$ cat config.mk
export PLATFORM = sky130hd
export DESIGN_NAME = growth_detector
export DESIGN_NICKNAME = d
export VERILOG_FILES = /design/src/rtl/gd_pkg.sv /design/src/rtl/gd_field_grade.sv /design/src/rtl/gd_max_tree.sv /design/src/rtl/gd_peak_track.sv /design/src/rtl/growth_detector.sv
export SDC_FILE = /design/constraint.sdc
export NUM_CORES = 1
export LEC_CHECK = 0
export BUFFER_PORTS_ARGS = -buffer_cell sky130_fd_sc_hd__buf_2
export CAP_MARGIN = 10
export CORE_ASPECT_RATIO = 0.6
export CORE_MARGIN = 4
export CORE_UTILIZATION = 25
export CTS_BUF_LIST = sky130_fd_sc_hd__clkbuf_16
export DETAILED_ROUTE_END_ITERATION = 12
export GPL_TIMING_DRIVEN = 0
export HOLD_SLACK_MARGIN = 0.06
export PLACE_DENSITY_LB_ADDON = 0.1
export SYNTH_ARGS = -nofsm -noshare
export SYNTH_HDL_FRONTEND = slang
export SYNTH_SLANG_ARGS = --single-unit
$ cat constraint.sdc
create_clock -name clk -period 4.4 [get_ports clk]
set_clock_uncertainty 0.05 [all_clocks]
set_input_delay 0 -clock clk [delete_from_list [all_inputs] [get_ports clk]]
set_output_delay 0 -clock clk [all_outputs]
set_load 0.02 [all_outputs]
$ cat src/rtl/gd_pkg.sv
package gd_pkg;

    localparam int CODE_W    = 2;
    localparam int GRADE_MAX = (1 << CODE_W) - 1;

    typedef logic [CODE_W-1:0] grade_t;

    // Decoded relation between present and previous peak control.
    typedef enum logic [1:0] {
        MODE_FOLLOW = 2'b00,
        MODE_ENTER  = 2'b01,
        MODE_LEAVE  = 2'b10,
        MODE_TRACK  = 2'b11
    } track_mode_t;

    typedef struct packed {
        grade_t last;   // growth of the most recently loaded contents
        grade_t shown;  // value presented on the output
    } track_state_t;

    function automatic grade_t grade_larger(input grade_t a, input grade_t b);
        return (a > b) ? a : b;
    endfunction

    function automatic track_mode_t mode_of(input logic peak_now, input logic peak_prev);
        return track_mode_t'({peak_prev, peak_now});
    endfunction

endpackage

$ cat src/rtl/gd_field_grade.sv
module gd_field_grade
    import gd_pkg::*;
#(
    parameter int REG_W    = 20,
    parameter int FIELD_LO = 15,
    parameter int FIELD_W  = 4
) (
    input  logic [REG_W-1:0] reg_i,
    output grade_t           grade_o
);
    localparam int SIGN_POS = REG_W - 1;
    localparam int NOM_W    = FIELD_LO + 1;

    logic sign;
    assign sign = reg_i[SIGN_POS];

    always_comb begin
        grade_o = '0;
        for (int k = 0; k < FIELD_W; k++) begin
            if (reg_i[FIELD_LO + k] != sign) begin
                grade_o = (k + 1 > GRADE_MAX) ? grade_t'(GRADE_MAX) : grade_t'(k + 1);
            end
        end
    end

    // a value inside the nominal signed range reports no growth
    logic signed [REG_W-1:0] shifted;
    assign shifted = $signed(reg_i) >>> (NOM_W - 1);

    always_comb begin
        if (shifted == '0 || shifted == '1) begin
            p_nominal_zero_r1: assert (grade_o == '0);
        end
    end

endmodule

$ cat src/rtl/gd_max_tree.sv
module gd_max_tree
    import gd_pkg::*;
#(
    parameter int N = 4
) (
    input  grade_t grades_i [N],
    output grade_t max_o
);
    always_comb begin
        max_o = '0;
        for (int i = 0; i < N; i++) begin
            max_o = grade_larger(max_o, grades_i[i]);
        end
    end

    // the maximum bounds every input and equals at least one of them
    always_comb begin
        int hits;
        hits = 0;
        for (int i = 0; i < N; i++) begin
            p_max_bounds_r3: assert (grades_i[i] <= max_o);
            if (grades_i[i] == max_o) hits++;
        end
        p_max_member_r3: assert (hits > 0);
    end

endmodule

$ cat src/rtl/gd_peak_track.sv
module gd_peak_track
    import gd_pkg::*;
(
    input  logic   clk,
    input  logic   rst,
    input  logic   load_i,
    input  logic   peak_i,
    input  grade_t cur_i,
    output grade_t code_o
);
    track_state_t st_q, st_d;
    logic         peak_q;
    track_mode_t  mode;
    grade_t       fresh;

    assign mode  = mode_of(peak_i, peak_q);
    assign fresh = load_i ? cur_i : st_q.last;

    always_comb begin
        st_d      = st_q;
        st_d.last = fresh;
        unique case (mode)
            MODE_ENTER,
            MODE_TRACK:  st_d.shown = load_i ? grade_larger(st_q.shown, cur_i) : st_q.shown;
            MODE_LEAVE,
            MODE_FOLLOW: st_d.shown = fresh;
            default:     st_d.shown = fresh;
        endcase
    end

    always_ff @(posedge clk) begin
        if (rst) begin
            st_q   <= '0;
            peak_q <= 1'b0;
        end else begin
            st_q   <= st_d;
            peak_q <= peak_i;
        end
    end

    assign code_o = st_q.shown;

    p_reset_clear_r9: assert property (@(posedge clk) rst |=> code_o == '0);

    p_load_follow_r4: assert property (@(posedge clk) disable iff (rst)
        (!peak_i && load_i) |=> code_o == $past(cur_i));

    p_idle_hold_r5: assert property (@(posedge clk) disable iff (rst)
        (!peak_i && !load_i && $past(!peak_i)) |=> $stable(code_o));

    p_peak_monotonic_r6: assert property (@(posedge clk) disable iff (rst)
        peak_i |=> code_o >= $past(code_o));

    p_peak_covers_load_r6: assert property (@(posedge clk) disable iff (rst)
        (peak_i && load_i) |=> code_o >= $past(cur_i));

endmodule

$ cat src/rtl/growth_detector.sv
module growth_detector
    import gd_pkg::*;
#(
    parameter int ACC_W   = 20,
    parameter int ACC_LO  = 15,
    parameter int PRD_W   = 35,
    parameter int PRD_LO  = 30,
    parameter int FIELD_W = 4
) (
    input  logic             clk,
    input  logic             rst,
    input  logic [ACC_W-1:0] acc_re_i,
    input  logic [ACC_W-1:0] acc_im_i,
    input  logic [PRD_W-1:0] prd_re_i,
    input  logic [PRD_W-1:0] prd_im_i,
    input  logic             load_i,
    input  logic             peak_i,
    output logic [1:0]       det_o
);
    localparam int PAIRS = 2;
    localparam int N_REG = 2 * PAIRS;

    logic [ACC_W-1:0] acc_regs [PAIRS];
    logic [PRD_W-1:0] prd_regs [PAIRS];
    grade_t           grades   [N_REG];
    grade_t           cur_max;
    grade_t           code;

    assign acc_regs[0] = acc_re_i;
    assign acc_regs[1] = acc_im_i;
    assign prd_regs[0] = prd_re_i;
    assign prd_regs[1] = prd_im_i;

    for (genvar i = 0; i < PAIRS; i++) begin : g_pair
        gd_field_grade #(.REG_W(ACC_W), .FIELD_LO(ACC_LO), .FIELD_W(FIELD_W)) u_acc (
            .reg_i   (acc_regs[i]),
            .grade_o (grades[i])
        );
        gd_field_grade #(.REG_W(PRD_W), .FIELD_LO(PRD_LO), .FIELD_W(FIELD_W)) u_prd (
            .reg_i   (prd_regs[i]),
            .grade_o (grades[PAIRS + i])
        );
    end

    gd_max_tree #(.N(N_REG)) u_max (
        .grades_i (grades),
        .max_o    (cur_max)
    );

    gd_peak_track u_track (
        .clk    (clk),
        .rst    (rst),
        .load_i (load_i),
        .peak_i (peak_i),
        .cur_i  (cur_max),
        .code_o (code)
    );

    assign det_o = code;

endmodule

==> impl_metrics.sql, run 1 <==
INSERT INTO impl_metrics (metric_group, metric, value, unit) VALUES
('timing', 'finalHoldViolations', '0', ''),
('synth', 'netlist_instances', '92', ''),
('power_and_ir_drop', 'vdd_drop_max', '0.124', 'mV'),
('synth', 'asyncSetResetFlopFracSynth', '0', ''),
('synth', 'synth_largest_type_area_fraction', '0.196', ''),
('floorplanning', 'die_y', '49.1', 'um'),
('power_and_ir_drop', 'finalPower', '0.290', 'mW'),
('final_layout', 'final_nets', '249', ''),
('final_layout', 'layout.cells.most_common', 'buf_2', ''),
('clocking', 'clk_root_buffer_cell', 'clkbuf_16', ''),
('min_path', 'worstHoldStart', 'peak_i', ''),
('timing', 'setup_ws', '0.288', 'ns'),
('synth', 'postSynthNetCount', '217', ''),
('route', 'avgRoutedWirePerCell', '11.2', 'um'),
('min_path', 'holdPathEnd', 'u_track.code_o[0]', ''),
('timing', 'fmax', '0.243', 'GHz'),
('placed_design', 'place.detailed.hpwl', '1.43', 'mm'),
('clocking', 'cts_tree', 'built', ''),
('worst_setup_path', 'worst_r2r_path_depth', '7', ''),
('floorplanning', 'placementRows', '14', ''),
('timing', 'holdWs', '0.0802', 'ns'),
('final_layout', 'post_route_cells_drive_above_1_share', '0.361', ''),
('clocking', 'cts.htree.levels', '1', ''),
('final_layout', 'most-common-layout-cells', '25 x buf_2, 13 x inv_1, 11 x ha_1', ''),
('route', 'antenna_left', '0', ''),
('timing', 'fin_setup_tns', '0', 'ns'),
('worst_setup_path', 'worst_r2r_endpoint', 'u_track.code_o[0]', ''),
('route', 'initial_drc_count', '38', ''),
('synth', 'flip_flop_and_latch_count_after_synthesis', '4', ''),
('clocking', 'cts_sinks', '4', ''),
('floorplanning', 'start_util', '0.271', ''),
('synth', 'yosysSeqAreaShare', '0.114', ''),
('clocking', 'cts_buffers', '3', ''),
('worst_setup_path', 'critical_path_peak_fanout', '5', ''),
('worst_setup_path', 'worst-setup-path-type', 'primary input to register', ''),
('clocking', 'insertion_delay', '0.23', 'ns'),
('synth', 'synth_enable_flop_cells', '0', ''),
('worst_setup_path', 'r2r_setup_slack', '2.85', 'ns'),
('synth', 'netlist_area', '703', 'um2'),
('synth', 'syn_area_per_cell', '7.64', 'um2'),
('worst_setup_path', 'cp_data_required_time', '4.51', 'ns'),
('global_route', 'globalRouteOverflowTotal', '0', ''),
('final_layout', 'final_core_util', '0.380', ''),
('outcome', 'status', 'completed', ''),
('timing', 'grt_setup_unrepaired', 'no', ''),
('final_layout', 'area_growth', '40.2', '%'),
('route', 'vias', '746', ''),
('power_and_ir_drop', 'total_leakage_power', '0.484', 'nW'),
('floorplanning', 'dieArea', '3750', 'um2'),
('synth', 'top_reg_cell_synth', 'dfxtp_1', ''),
('worst_setup_path', 'critPathArrivalTime', '4.22', 'ns'),
('floorplanning', 'die_x', '76.5', 'um'),
('synth', 'synth_cell_type_count', '36', ''),
('timing', 'worst_slew_pin_slew', '0.495', 'ns'),
('synth', 'yosys-top-cells-area', 'ha_1 20%, dfxtp_1 11%, inv_1 6.9%', ''),
('worst_setup_path', 'crit_path_start_kind', 'primary input', ''),
('job', 'maxCapViolCount', '0', ''),
('clocking', 'cts-root-to-sink-buffers', '2', ''),
('min_path', 'holdPathStages', '3', ''),
('timing', 'layout_min_cycle_time', '4.11', 'ns'),
('route', 'wirelength', '1.73', 'mm'),
('floorplanning', 'top_level_ports', '116', ''),
('clocking', 'path_clk_slew', '0.03', 'ns'),
('global_route', 'grt_util_all_layers', '0.101', ''),
('worst_setup_path', 'reg2reg_from', 'u_track.code_o[1]', ''),
('route', 'route.detailed.drc', '0', ''),
('placed_design', 'numPortBuffers', '25', ''),
('placed_design', 'place_congestion', '0.754', ''),
('final_layout', 'antenna_cells', '0', ''),
('global_route', 'grt_first_pass_wirelength', '3.02', 'mm'),
('synth', 'yosys_warnings', '0', '');
[kinds of logic after synthesis]
logic type      count (synthesis)  share of synthesized area
simple gates                   38                      0.288
compound gates                 21                      0.270
buf+inv                        16                     0.0961
fa+ha+maj                      11                      0.196
flops                           4                      0.114
mux                             2                     0.0356
[area by class of cell]
cell class              instances  area [um2]  area share
multi-input cells              72         581       0.589
repair buffers                 27         143       0.145
flip-flops and latches          4        80.1      0.0812
clock buffers                   3        75.1      0.0761
inverters                      13        48.8      0.0495
well taps                      32        40.0      0.0406
plain buffers                   3        18.8      0.0190
[layer usage]
| metal | share of wire | global-route usage | vias up |
|---|---|---|---|
| met5 | 0 | 0 | - |
| met4 | 0.017 | 0.0452 | 0 |
| met3 | 0.090 | 0.0351 | 4 |
| met2 | 0.36 | 0.136 | 29 |
| met1 | 0.53 | 0.141 | 313 |
| li1 | - | - | 400 |
[metrics by stage]
step	instances	instance area, um2
floorplan	92	703
global placement	149	868
detailed placement	149	868
CTS	153	957
global route	154	986
finish	154	986
[state kept, by name, summed over array words and instances, names as in the netlist]
signal / count
u_track.code_o: 2
u_track.st_q: 2
[how the worst max path moves through the flow]
stage | slack (ns) | to | startpoint
2_1_floorplan | 0.17 | u_track.code_o[0] | acc_im_i[18]
3_3_place_gp | -0.43 | u_track.code_o[0] | acc_im_i[18]
5_1_grt | 0.005 | u_track.code_o[0] | acc_im_i[18]
6_report | 0.29 | u_track.code_o[0] | acc_im_i[18]
4_1_cts | 0.03 | u_track.code_o[0] | acc_im_i[18]
3_5_place_dp | -0.42 | u_track.code_o[0] | acc_im_i[18]
[cells in the mapped netlist (all sizes together) (2+ instances only)]
master	count
nand2	8
inv	13
nand2b	3
ha	11
dfxtp	4
and2	2
nand3	2
a2111oi	3
nor2	8
o2111a	2
a31oi	2
or4	4
nor2b	3
nand4	3
o41ai	2
a21oi	3
o22ai	2
buf	2
[critical path: stages]
cell	delay, ns
buf_2	0.12
or4_2	0.67
nand2_2	0.09
ha_1	0.24
nor2_1	0.12
o22ai_2	0.09
mux2_4	0.33
ha_1	0.29
inv_1	0.06
o22ai_2	0.10
or2_2	0.29
and2_1	0.18
ha_1	0.19
nor2_1	0.08
nor2_1	0.05
a21oi_2	0.14
nor2_2	0.09
a31oi_1	0.19
ha_1	0.17
nor2b_1	0.05
o21ai_2	0.22
a21o_1	0.14
nand2_1	0.05
a31oi_1	0.13
o2bb2ai_1	0.12
[where the power goes]
part           switching [mW]  total [mW]  internal [mW]
sequential            0.00235      0.0428         0.0405
clock                  0.0285       0.145          0.116
combinational          0.0531       0.102         0.0493
total                  0.0839       0.290          0.206
[what timing repair did]
item / CTS / global route
pin swaps: 0 / 4
buffers inserted: 0 / 1
setup endpoints to repair: 2 / 2
endpoints found under the hold margin: 3 / 0
gates resized for setup: 2 / 5
hold buffers: 1 / 0
Note: power is estimated with default switching activity, not from simulation.
==> run 2: changes to the inputs <==
--- a/config.mk
+++ b/config.mk
@@ -5,6 +5,7 @@
 export SDC_FILE = /design/constraint.sdc
 export NUM_CORES = 1
 export LEC_CHECK = 0
+export ABC_AREA = 1
 export BUFFER_PORTS_ARGS = -buffer_cell sky130_fd_sc_hd__buf_2
 export CAP_MARGIN = 10
 export CORE_ASPECT_RATIO = 0.6
@@ -14,7 +15,9 @@
 export DETAILED_ROUTE_END_ITERATION = 12
 export GPL_TIMING_DRIVEN = 0
 export HOLD_SLACK_MARGIN = 0.06
+export MAX_ROUTING_LAYER = met4
 export PLACE_DENSITY_LB_ADDON = 0.1
 export SYNTH_ARGS = -nofsm -noshare
 export SYNTH_HDL_FRONTEND = slang
+export SYNTH_HIERARCHICAL = 1
 export SYNTH_SLANG_ARGS = --single-unit
==> run 2 against run 1 <==
Against the previous run: synthesized area is 1.1% higher; sequential power is 0.9% higher; largest cell class unchanged; routed wire length is 7.4% lower; setup slack better by 1.4 ns; core utilization is 0.83 points lower; cell count is 24% higher; die area is 0.93% higher; sequential share of layout area is 0.13 points higher; non-clock buffer count is 1 lower; power is 1.2% lower; critical path depth is 2 lower; hold slack better by 0.031 ns.
==> impl_metrics.sql, run 2 <==
INSERT INTO impl_metrics (metric_group, metric, value, unit) VALUES
('synth', 'synth_enable_flop_cells', '0', ''),
('floorplanning', 'die_x', '76.8', 'um'),
('synth', 'synth_compound_gate_area_share', '0.109', ''),
('route', 'initial_drc_count', '16', ''),
('timing', 'fmax', '0.371', 'GHz'),
('worst_setup_path', 'worst_path_largest_cell_delay', '0.30', 'ns'),
('worst_setup_path', 'cp_num_buf_inv', '4', ''),
('global_route', 'grt_first_pass_wirelength', '2.75', 'mm'),
('power_and_ir_drop', 'switching_power', '0.0848', 'mW'),
('placed_design', 'dpl.cell_count', '186', ''),
('worst_setup_path', 'launch_point_of_the_critical_path', 'acc_im_i[19]', ''),
('power_and_ir_drop', 'power.share.combinational', '0.349', ''),
('placed_design', 'numPortBuffers', '25', ''),
('worst_setup_path', 'r2r_setup_slack', '3.18', 'ns'),
('worst_setup_path', 'critical_path.cell_chain', 'buf_2 > nor2_1 > nor2_1 > nor2_1 > nand2_1 > inv_1 > ha_1 > inv_1 > ha_1 > or2_0 > nand3_1 > nand2_1 > inv_1 > ha_1 > a2bb2oi_1 > or2b_1 > nand2_1 > ha_1 > nand2_1 > nand2_4 > nand2_1 > nand3_1 > a21oi_1', ''),
('placed_design', 'dpl_worst_slack', '1.47', 'ns'),
('timing', 'setup-violations-final', '0', ''),
('final_layout', 'finished_cell_area', '971', 'um2'),
('final_layout', 'layout.cells.most_common', 'nand2_1', ''),
('global_route', 'initial_antenna_violation_count', '0', ''),
('worst_setup_path', 'worst-setup-path-type', 'primary input to register', ''),
('worst_setup_path', 'worst_r2r_path_depth', '7', ''),
('final_layout', 'post_route_cells_drive_above_1_share', '0.214', ''),
('floorplanning', 'start_util', '0.272', ''),
('synth', 'yosys-top-cells-area', 'nand2_1 20%, ha_1 18%, inv_1 16%', ''),
('timing', 'layout_min_cycle_time', '2.70', 'ns'),
('power_and_ir_drop', 'clock_power_share', '0.500', ''),
('global_route', 'grt_util_all_layers', '0.0958', ''),
('final_layout', 'regArea', '80.1', 'um2'),
('synth', 'asyncSetResetFlopFracSynth', '0', ''),
('floorplanning', 'die_y', '49.3', 'um'),
('synth', 'synth.cells.most_frequent', '38 x nand2_1, 31 x inv_1, 17 x nor2_1', ''),
('worst_setup_path', 'crit_slowest_cell', 'ha_1', ''),
('final_layout', 'final_nets', '285', ''),
('final_layout', 'layout.filler_cells', '291', ''),
('timing', 'period_share', '0.613', ''),
('clocking', 'insertion_delay', '0.23', 'ns'),
('worst_setup_path', 'critPathArrivalTime', '2.80', 'ns'),
('synth', 'synth_simple_gate_area_frac', '0.363', ''),
('timing', 'setup_ws', '1.70', 'ns'),
('timing', 'report.final.slew_viol_count', '0', ''),
('synth', 'netlist_instances', '129', ''),
('final_layout', 'area_growth', '36.6', '%'),
('clocking', 'cts_tree', 'built', ''),
('power_and_ir_drop', 'p_int', '0.202', 'mW'),
('global_route', 'grt_start_max_net_pins', '7', ''),
('floorplanning', 'placementRows', '14', ''),
('timing', 'fin_setup_tns', '0', 'ns'),
('worst_setup_path', 'critical_path_peak_fanout', '5', ''),
('synth', 'synth_largest_type_area_fraction', '0.201', ''),
('outcome', 'status', 'completed', ''),
('worst_setup_path', 'crit_cells', '23', ''),
('synth', 'synth_cell_type_count', '17', ''),
('power_and_ir_drop', 'sw_frac', '0.296', ''),
('floorplanning', 'fp.coreArea', '2610', 'um2'),
('floorplanning', 'dieArea', '3790', 'um2'),
('clocking', 'cts_resized', '0', ''),
('worst_setup_path', 'worstSetupEndpointType', 'register', ''),
('job', 'maxCapViolCount', '0', ''),
('synth', 'syn_area_per_cell', '5.51', 'um2'),
('power_and_ir_drop', 'total_leakage_power', '0.627', 'nW'),
('worst_setup_path', 'crit_path_start_kind', 'primary input', ''),
('placed_design', 'detailed_place.area', '876', 'um2'),
('placed_design', 'place_congestion', '0.760', ''),
('synth', 'synth-xor-area-share', '0.0493', ''),
('route', 'wirelength', '1.60', 'mm'),
('synth', 'muxShareOfSynthArea', '0', ''),
('synth', 'post_synth_fa_ha_maj_area_fraction', '0.176', ''),
('clocking', 'postCtsSetupBuffers', '0', ''),
('synth', 'flip_flop_and_latch_count_after_synthesis', '4', ''),
('synth', 'yosys_warnings', '6', ''),
('clocking', 'cts.htree.levels', '1', ''),
('clocking', 'cts_buffers', '3', ''),
('route', 'drt_pre_antenna_iters', '4', ''),
('timing', 'grt_setup_unrepaired', 'no', ''),
('final_layout', 'area_taken_by_multi_input_logic_gates', '495', 'um2'),
('synth', 'netlist_area', '711', 'um2'),
('placed_design', 'place.detailed.hpwl', '1.35', 'mm'),
('synth', 'synthMostInstantiatedCell', 'nand2_1', ''),
('final_layout', 'most-common-layout-cells', '38 x nand2_1, 31 x inv_1, 25 x buf_2', ''),
('timing', 'worst_slew_pin_slew', '0.199', 'ns'),
('synth', 'top_reg_cell_synth', 'dfxtp_1', ''),
('min_path', 'worst_hold_class', 'primary input to register', ''),
('clocking', 'cts-root-to-sink-buffers', '2', ''),
('timing', 'holdWs', '0.111', 'ns'),
('clocking', 'cts_sinks', '4', ''),
('global_route', 'globalRouteOverflowTotal', '0', ''),
('final_layout', 'antenna_cells', '0', ''),
('clocking', 'path_clk_slew', '0.03', 'ns'),
('route', 'vias_per_cell', '4.04', ''),
('timing', 'finalHoldViolations', '0', ''),
('route', 'antenna_left', '0', ''),
('synth', 'synth_area_leader_cell', 'nand2_1', ''),
('route', 'vias', '771', ''),
('floorplanning', 'top_level_ports', '116', ''),
('synth', 'postSynthNetCount', '253', ''),
('power_and_ir_drop', 'power-per-cell-area', '295', 'nW/um2'),
('worst_setup_path', 'setup.worst_path.end', 'u_track/code_o[0]', ''),
('worst_setup_path', 'reg2reg_from', 'u_track/code_o[1]', ''),
('route', 'avgRoutedWirePerCell', '8.38', 'um'),
('final_layout', 'finalNonFillerCells', '191', ''),
('synth', 'yosysSeqAreaShare', '0.113', ''),
('final_layout', 'final_core_util', '0.372', ''),
('synth', 'combinational_family_with_the_most_area_after_synthesis', 'simple AND/OR/NAND/NOR gates', ''),
('worst_setup_path', 'worst_r2r_endpoint', 'u_track/code_o[0]', ''),
('clocking', 'clk_root_buffer_cell', 'clkbuf_16', ''),
('worst_setup_path', 'cp_data_required_time', '4.50', 'ns'),
('power_and_ir_drop', 'finalPower', '0.287', 'mW'),
('route', 'route.detailed.drc', '0', ''),
('power_and_ir_drop', 'power.sequential.fraction', '0.151', ''),
('worst_setup_path', 'most_frequent_cell_on_the_critical_path', 'nand2_1', ''),
('worst_setup_path', 'critPathTopFamily', 'simple AND/OR/NAND/NOR gates', ''),
('global_route', 'number_of_global_route_vias_before_repair', '709', ''),
('power_and_ir_drop', 'vdd_drop_max', '0.0944', 'mV'),
('timing', 'timing.max_slew.rel_slack', '0.867', '');
run 2: cells by family (layout without fill, tap and decap cells):
logic type | Yosys count | count (layout)
AO/OA/AOI/OAI | 14 | 14
buffers and inverters | 34 | 64
XOR/XNOR | 4 | 4
flip-flops | 4 | 4
adder cells (fa/ha/maj) | 10 | 10
AND/OR/NAND/NOR | 63 | 63
run 2: power groups by stage:
stage	clock [mW]	combinational, mW	sequential, mW
after detailed placement	0	0.0985	0.0439
after CTS	0.146	0.101	0.0434
after floorplan	0	0.0702	0.0431
final	0.143	0.100	0.0432
after global routing	0.150	0.116	0.0435
after global placement	0	0.0957	0.0438
run 2: final cells by class:
type	count	share of cell area
multi-input combinational	91	0.510
timing repair buffer	27	0.149
inverter	32	0.124
sequential	4	0.0825
clock buffer	3	0.0773
tap	32	0.0412
buffer	2	0.0155
run 2: what timing repair did:
item / CTS / global route
endpoints found under the hold margin: 4 / 0
setup endpoints to repair: 0 / 0
hold buffers: 2 / 0
run 2: worst min path at each step:
stage	startpoint	depth (start not counted)	to	slack [ns]
finish	load_i	4	u_track/st_q[2]	0.11
global placement	rst	2	u_track/st_q[2]	0.17
global route	load_i	4	u_track/st_q[3]	0.16
floorplan	rst	1	u_track/code_o[0]	0.02
detailed placement	rst	2	u_track/st_q[3]	0.17
CTS	load_i	4	u_track/st_q[3]	0.10
run 2: worst reg2reg max path: stages, from the launching register on:
cell and delay [ns]:
dfxtp_1 0.32, ha_1 0.30, nand2_1 0.05, nand2_1 0.09
nand2_4 0.06, nand2_1 0.07, nand3_1 0.07, a21oi_1 0.14
run 2: routing by layer:
metal	global-route usage	part of all wire	vias to the layer above	wire, um
met3	0.0387	0.058	5	93
met2	0.140	0.39	21	621
met1	0.105	0.52	305	832
met5	-	0	-	0
li1	-	-	440	-
met4	0.0723	0.033	0	53
